$ cat src/rtl/bidir_shift_pkg.sv
package bidir_shift_pkg;

    typedef enum logic {
        SHIFT_LEFT  = 1'b0,
        SHIFT_RIGHT = 1'b1
    } shift_dir_e;

    // Result width: the larger of the left and right width rules.
    function automatic int unsigned res_width(int unsigned op_w, int unsigned amt_w, bit amt_signed);
        int unsigned w;
        if (amt_signed)
            w = op_w + (32'd1 << (amt_w - 1));
        else
            w = op_w + (32'd1 << amt_w) - 1;
        return w;
    endfunction

endpackage

$ cat src/rtl/shf_amt_decode.sv
module shf_amt_decode #(
    parameter int AMT_W      = 3,
    parameter bit AMT_SIGNED = 1'b1
) (
    input  logic [AMT_W-1:0] amt_i,
    input  logic             dir_i,
    output logic [AMT_W-1:0] mag_o,
    output logic             right_o
);
    import bidir_shift_pkg::*;

    typedef struct packed {
        logic [AMT_W-1:0] mag;
        logic             right;
    } dec_t;

    dec_t dec_d;
    logic neg_d;

    always_comb begin
        neg_d       = AMT_SIGNED && amt_i[AMT_W-1];
        // Magnitude of -2^(AMT_W-1) fits AMT_W unsigned bits.
        dec_d.mag   = neg_d ? (AMT_W'(0) - amt_i) : amt_i;
        dec_d.right = (shift_dir_e'(dir_i) == SHIFT_RIGHT) ^ neg_d;
    end

    assign mag_o   = dec_d.mag;
    assign right_o = dec_d.right;

endmodule

$ cat src/rtl/shf_extend.sv
module shf_extend #(
    parameter int OP_W      = 4,
    parameter int RES_W     = 8,
    parameter bit OP_SIGNED = 1'b0
) (
    input  logic [OP_W-1:0]  op_i,
    output logic [RES_W-1:0] ext_o,
    output logic             fill_o
);
    localparam int EXT_W = RES_W - OP_W;

    logic fill_d;

    always_comb begin
        fill_d = OP_SIGNED && op_i[OP_W-1];
        ext_o  = {{EXT_W{fill_d}}, op_i};
    end

    assign fill_o = fill_d;

endmodule

$ cat src/rtl/shf_barrel.sv
module shf_barrel #(
    parameter int RES_W = 8,
    parameter int MAG_W = 3
) (
    input  logic [RES_W-1:0] data_i,
    input  logic [MAG_W-1:0] mag_i,
    input  logic             right_i,
    input  logic             fill_i,
    output logic [RES_W-1:0] data_o
);
    logic [RES_W-1:0] stage_d [MAG_W+1];

    assign stage_d[0] = data_i;

    for (genvar k = 0; k < MAG_W; k++) begin : g_stage
        localparam int STEP = 1 << k;
        logic [RES_W-1:0] lft_d;
        logic [RES_W-1:0] rgt_d;
        always_comb begin
            lft_d = {stage_d[k][RES_W-1-STEP:0], {STEP{1'b0}}};
            rgt_d = {{STEP{fill_i}}, stage_d[k][RES_W-1:STEP]};
            if (mag_i[k])
                stage_d[k+1] = right_i ? rgt_d : lft_d;
            else
                stage_d[k+1] = stage_d[k];
        end
    end

    assign data_o = stage_d[MAG_W];

endmodule

$ cat src/rtl/bidir_shifter.sv
module bidir_shifter #(
    parameter int OP_W       = 8,
    parameter int AMT_W      = 3,
    parameter bit OP_SIGNED  = 1'b0,
    parameter bit AMT_SIGNED = 1'b1,
    localparam int RES_W     = int'(bidir_shift_pkg::res_width(OP_W, AMT_W, AMT_SIGNED))
) (
    input  logic [OP_W-1:0]  op_i,
    input  logic [AMT_W-1:0] amt_i,
    input  logic             dir_i,
    output logic [RES_W-1:0] res_o
);
    logic [AMT_W-1:0] mag_d;
    logic             right_d;
    logic [RES_W-1:0] ext_d;
    logic             fill_d;
    logic [RES_W-1:0] shifted_d;

    shf_amt_decode #(
        .AMT_W      (AMT_W),
        .AMT_SIGNED (AMT_SIGNED)
    ) i_amt_decode (
        .amt_i   (amt_i),
        .dir_i   (dir_i),
        .mag_o   (mag_d),
        .right_o (right_d)
    );

    shf_extend #(
        .OP_W      (OP_W),
        .RES_W     (RES_W),
        .OP_SIGNED (OP_SIGNED)
    ) i_extend (
        .op_i   (op_i),
        .ext_o  (ext_d),
        .fill_o (fill_d)
    );

    shf_barrel #(
        .RES_W (RES_W),
        .MAG_W (AMT_W)
    ) i_barrel (
        .data_i  (ext_d),
        .mag_i   (mag_d),
        .right_i (right_d),
        .fill_i  (fill_d),
        .data_o  (shifted_d)
    );

    assign res_o = shifted_d;

endmodule

$ cat config.mk
export PLATFORM = sky130hd
export DESIGN_NAME = bidir_shifter
export DESIGN_NICKNAME = d
export VERILOG_FILES = /design/src/rtl/bidir_shift_pkg.sv /design/src/rtl/shf_amt_decode.sv /design/src/rtl/shf_extend.sv /design/src/rtl/shf_barrel.sv /design/src/rtl/bidir_shifter.sv
export SDC_FILE = /design/constraint.sdc
export NUM_CORES = 1
export LEC_CHECK = 0
export BUFFER_PORTS_ARGS = -buffer_cell sky130_fd_sc_hd__buf_4
export CORE_MARGIN = 4
export CORE_UTILIZATION = 35
export DETAILED_ROUTE_END_ITERATION = 10
export PLACE_DENSITY_LB_ADDON = 0.1
export SLEW_MARGIN = 25
export SYNTH_ARGS = -nofsm -noshare
export SYNTH_HDL_FRONTEND = slang
export SYNTH_SLANG_ARGS = --single-unit
$ cat constraint.sdc
create_clock -name vclk -period 2.3
set_clock_uncertainty 0.05 [all_clocks]
set_input_delay 0.23 -clock vclk [all_inputs]
set_output_delay 0.23 -clock vclk [all_outputs]
set_load 0.02 [all_outputs]
# Yosys cells after proc, flatten, opt, wreduce, memory -nomap -nowiden
# Cells that the tools add are included.
dict set report classes {
  n_addsub 1
  bitwise_logic 1
  n_mux 7
}
# operator n
set op_table {}
lappend op_table {{2-to-1 mux 12 bit} 5}
lappend op_table {{2-to-1 mux 9 bit} 1}
lappend op_table {{2-to-1 mux 3 bit} 1}
lappend op_table {{subtractor 1 x 3 -> 3 bit (first input constant)} 1}
lappend op_table {{bitwise XOR 1 bit} 1}
dict set report word_totals {
  register_bits 0
  out_inout_bits 12
  inputBits 12
  elab_cells 9
}

# Depth between registers and ports, before layout
dict set report depth {
  depth_word 7
  depth_mapped 9
  ltp_nobuf 7
}

# Hierarchy
# A second synthesis with hierarchy kept.
dict set report hier_totals {
  hier_cells 168
  hier_area_um2 1128.6
}
# mod instances area_per_inst_um2 seq_area_each_um2 cells_each
set by_module_without_submodules {}
lappend by_module_without_submodules {shf_barrel 1 968.4 0.0 147}
lappend by_module_without_submodules {shf_extend 1 101.3 0.0 14}
lappend by_module_without_submodules {shf_amt_decode 1 58.8 0.0 7}

# Worst setup path before layout
# No wires, ideal clock.
dict set report synth_timing {
  path_type {input-to-output}
  start {input port amt_i[0]}
  end {output port res_o[2]}
  path_buffers 2
  path_stages 9
  arrival_ns 1.897
  required_time_ns 2.020
  slack_ns 0.123
  cell_sequence {buf_2 -> inv_1 -> ha_1 -> mux2i_2 -> buf_4 -> o21ai_0 -> a31oi_1 -> a21oi_1 -> o22ai_1}
}
dict set report synth_via {
  elab_chain_cells 7
}
# element line_no
set synth_rtl {}
lappend synth_rtl {{from (decl)} bidir_shifter.sv:9} ;# input logic [AMT_W-1:0] amt_i,
lappend synth_rtl {{subtractor 1 x 3 -> 3 bit} shf_amt_decode.sv:23} ;# dec_d.mag = neg_d ? (AMT_W'(0) - amt_i) : amt_i;
lappend synth_rtl {{2-to-1 mux 3 bit *} shf_amt_decode.sv:23}
lappend synth_rtl {{2-to-1 mux 12 bit} shf_barrel.sv:22} ;# if (mag_i[k])
lappend synth_rtl {{2-to-1 mux 12 bit} shf_barrel.sv:23} ;# stage_d[k+1] = right_i ? rgt_d : lft_d;
lappend synth_rtl {{2-to-1 mux 12 bit} shf_barrel.sv:22}
lappend synth_rtl {{2-to-1 mux 12 bit} shf_barrel.sv:23}
lappend synth_rtl {{2-to-1 mux 12 bit *} shf_barrel.sv:22}
lappend synth_rtl {{to (decl)} bidir_shifter.sv:11} ;# output logic [RES_W-1:0] res_o
# Mark *: on every way between the ends. The rest lies on a longest branch, timed or not.

# Final worst setup path
dict set report layout_timing {
  start {input port amt_i[0]}
  end {output port res_o[0]}
}
# The elaborated chain is that of the path after synthesis.

==> metrics.txt <==
status complete, no violations; sort of element at the start of the critical path input pin; Total Die Area 2540 sq um; combinational group share of total power 100.0%; slowest stage cell, crit path sky130_fd_sc_hd__ha_1; count of cells along the worst hold path 4; Post-Synthesis Cells 101; cells along the critical path buf_4 -> inv_1 -> ha_1 -> mux2i_2 -> buf_4 -> o21ai_0 -> a31oi_1 -> a21oi_2 -> o22ai_1 -> buf_4; Hold WS 856 ps; number of search-and-repair iterations in the first detailed-routing pass 4; Initial Util 36.9%; total of max-cap violations 0; netlist area before placement 631 sq um; simple-gate area share of the yosys netlist 26.2%; remaining design rule violation count 0; total of clock buffers placed in the layout 0; Hold Fails Final Rpt 0; DP Worst Slack 218 ps; share of the yosys chip area belonging to registers 0%; count of buffers from port buffering 24; detailed-placement wirelength estimate 1.53 mm; Hold Buf Count CTS 0; fillers 189; post-DR vias/cell 5.51; Worst Hold Path EP res_o[4]; count of final max-slew check failures 0; worst-path maximum fanout 15; pwr dens 315 nW/um^2; proportion of power drawn by the clock network 0%; CP Data Arrival Time 1800 ps; count of buffers added by post-CTS timing repair for setup 0; Max-slew headroom 46.3%; first-pass GRT wire length 3.19 mm; number of sequential storage elements 0; layout cell share with drive strength beyond 1 32.0%; transition at the pin with the smallest max-transition slack 797 ps; sequential cell area in the final layout 0 sq um; average cell area after synthesis 6.24 sq um; Std-Cell Rows 15; final critical delay including setup and external delays 2080 ps; NetSw 147 uW; Post-Synth Adder-Cell Area 1.98%; required time at the endpoint of the critical path 2020 ps; die outline height 50.4 um; post-cts resize count 0; longest individual stage delay on the worst path 270 ps; worst hold path startpoint dir_i; Vias 810; kind of cell adding the most delay to the critical path buffers and inverters; total inserted antenna cells 0; initial antenna violation count 0; most used cell, CP sky130_fd_sc_hd__buf_4; RSZ-0062 raised after global routing no; IO Pins 24; Post-Route WL 1.98 mm; post-synthesis share of cell area spent on xor and xnor gates 5.16%; Layout area overhead 31.9%; placeable core region 1710 sq um; warnings from Yosys 0; critical setup path kind in -> out; routed length per placed instance 13.4 um; number of global-route vias before repair 698; Chip Width 50.4 um; class of the worst hold path in -> out; Syn Nets 114; smallest setup slack after layout 221 ps; highest clock rate 481 MHz; Compound-Gate Fraction of Synth Area 39.1%; post-detailed-route count of antenna-violating nets 0; internal portion of total power 116 uW; total overflow reported by the global router 0; element type at the critical path end output pin; Lkg Pwr 0.000357 uW; overall track demand over capacity in global routing 15.5%; IR Drop Worst-Case VDD 113 uV; number of violations reported at the end of detailed-routing iteration 0 18; final number of setup-violating endpoints 0; Unique masters post-synth 27; final estimated routing congestion in global placement 0.854; sw frac 55.9%; total number of nets in the final design 137; power share of the sequential group 0%; main combinational cell family by area after synthesis compound AO/OA/AOI/OAI gates; pin count of the biggest net entering global routing 28; setup TNS 0 ps; final worst path period share 90.4%; count of buffering cells on the critical path with inverters included 4; multiplexer area fraction after synthesis 17.7%
==> Yosys cell counts <==
cell | count | area, sq um
sky130_fd_sc_hd__nand2b_1 | 4 | 25.0
sky130_fd_sc_hd__mux4_2 | 2 | 45.0
sky130_fd_sc_hd__buf_6 | 1 | 11.3
sky130_fd_sc_hd__xnor2_2 | 1 | 16.3
sky130_fd_sc_hd__nand4_1 | 1 | 6.26
sky130_fd_sc_hd__xor2_2 | 1 | 16.3
sky130_fd_sc_hd__a22o_1 | 1 | 8.76
sky130_fd_sc_hd__ha_1 | 1 | 12.5
sky130_fd_sc_hd__a2bb2oi_1 | 1 | 8.76
sky130_fd_sc_hd__a2bb2oi_2 | 1 | 15.0
sky130_fd_sc_hd__mux2i_1 | 3 | 30.0
sky130_fd_sc_hd__nor2_1 | 9 | 33.8
sky130_fd_sc_hd__buf_2 | 2 | 10.0
sky130_fd_sc_hd__nor2b_1 | 2 | 12.5
sky130_fd_sc_hd__buf_4 | 3 | 22.5
sky130_fd_sc_hd__a31oi_1 | 8 | 50.1
sky130_fd_sc_hd__a21oi_2 | 1 | 8.76
sky130_fd_sc_hd__inv_1 | 2 | 7.51
sky130_fd_sc_hd__mux2_2 | 2 | 22.5
sky130_fd_sc_hd__nor3_1 | 2 | 10.0
sky130_fd_sc_hd__o21ai_0 | 14 | 70.1
sky130_fd_sc_hd__a21oi_1 | 7 | 35.0
sky130_fd_sc_hd__clkbuf_1 | 3 | 11.3
sky130_fd_sc_hd__nand2_1 | 19 | 71.3
sky130_fd_sc_hd__and2_1 | 1 | 6.26
sky130_fd_sc_hd__o22ai_1 | 8 | 50.1
sky130_fd_sc_hd__mux2i_2 | 1 | 13.8
==> final cells by class <==
| cell class | instances | area [sq um] | share of cell area, % |
|---|---|---|---|
| multi-input cells | 90 | 568 | 68.3 |
| repair buffers | 30 | 225 | 27.1 |
| well taps | 25 | 31.3 | 3.76 |
| inverters | 2 | 7.51 | 0.902 |
==> how the worst max path moves through the flow <==
stage | startpoint | end | cells past startpoint
after CTS | amt_i[0] | res_o[0] | 10
final | amt_i[0] | res_o[0] | 10
after global placement | amt_i[0] | res_o[0] | 10
after detailed placement | amt_i[0] | res_o[0] | 10
after floorplan | amt_i[0] | res_o[2] | 9
after global routing | amt_i[0] | res_o[4] | 10
==> logic make-up after synthesis <==
group / Yosys count
compound gates: 41
simple gates: 38
mux: 8
fa+ha+maj: 1
buf+inv: 11
xor+xnor: 2
==> per-stage QoR <==
stage | power [uW] | instances | instance area (sq um) | util, %
4_1_cts | 263 | 147 | 832 | 48.7
3_5_place_dp | 262 | 147 | 832 | 48.7
2_1_floorplan | 173 | 101 | 631 | -
5_1_grt | 285 | 147 | 832 | 48.7
6_report | 262 | 147 | 832 | 48.7
3_3_place_gp | 261 | 147 | 832 | 48.7
==> power by group through the flow <==
| stage | Sequential [uW] | Clock (uW) | Combinational, uW |
|---|---|---|---|
| finish | 0 | 0 | 262 |
| global route | 0 | 0 | 285 |
| CTS | 0 | 0 | 263 |
| detailed placement | 0 | 0 | 262 |
| global placement | 0 | 0 | 261 |
| floorplan | 0 | 0 | 173 |
==> per-layer routing <==
metal	GRT usage [%]	vias up	share of wire [%]
li1	-	413	-
met1	22.5	371	44
met2	25.7	24	50
met3	1.19	2	5.9
met4	1.35	0	0.71
met5	0	-	0
==> cell usage in the layout (no fill, tap or decap) <==
cell,instances
sky130_fd_sc_hd__and2_1,1
sky130_fd_sc_hd__xnor2_2,1
sky130_fd_sc_hd__xor2_2,1
sky130_fd_sc_hd__a31oi_1,8
sky130_fd_sc_hd__a22o_1,1
sky130_fd_sc_hd__nor2_1,9
sky130_fd_sc_hd__o21ai_0,14
sky130_fd_sc_hd__a21oi_1,7
sky130_fd_sc_hd__nand4_1,1
sky130_fd_sc_hd__nor3_1,2
sky130_fd_sc_hd__mux2i_2,1
sky130_fd_sc_hd__ha_1,1
sky130_fd_sc_hd__a2bb2oi_1,1
sky130_fd_sc_hd__nand2b_1,4
sky130_fd_sc_hd__a21oi_2,1
sky130_fd_sc_hd__o22ai_1,8
sky130_fd_sc_hd__mux2_2,2
sky130_fd_sc_hd__mux4_2,2
sky130_fd_sc_hd__nand2_1,19
sky130_fd_sc_hd__a2bb2oi_2,1
sky130_fd_sc_hd__buf_4,30
sky130_fd_sc_hd__mux2i_1,3
sky130_fd_sc_hd__nor2b_1,2
sky130_fd_sc_hd__inv_1,2
Power figures use the tool's default switching activity.
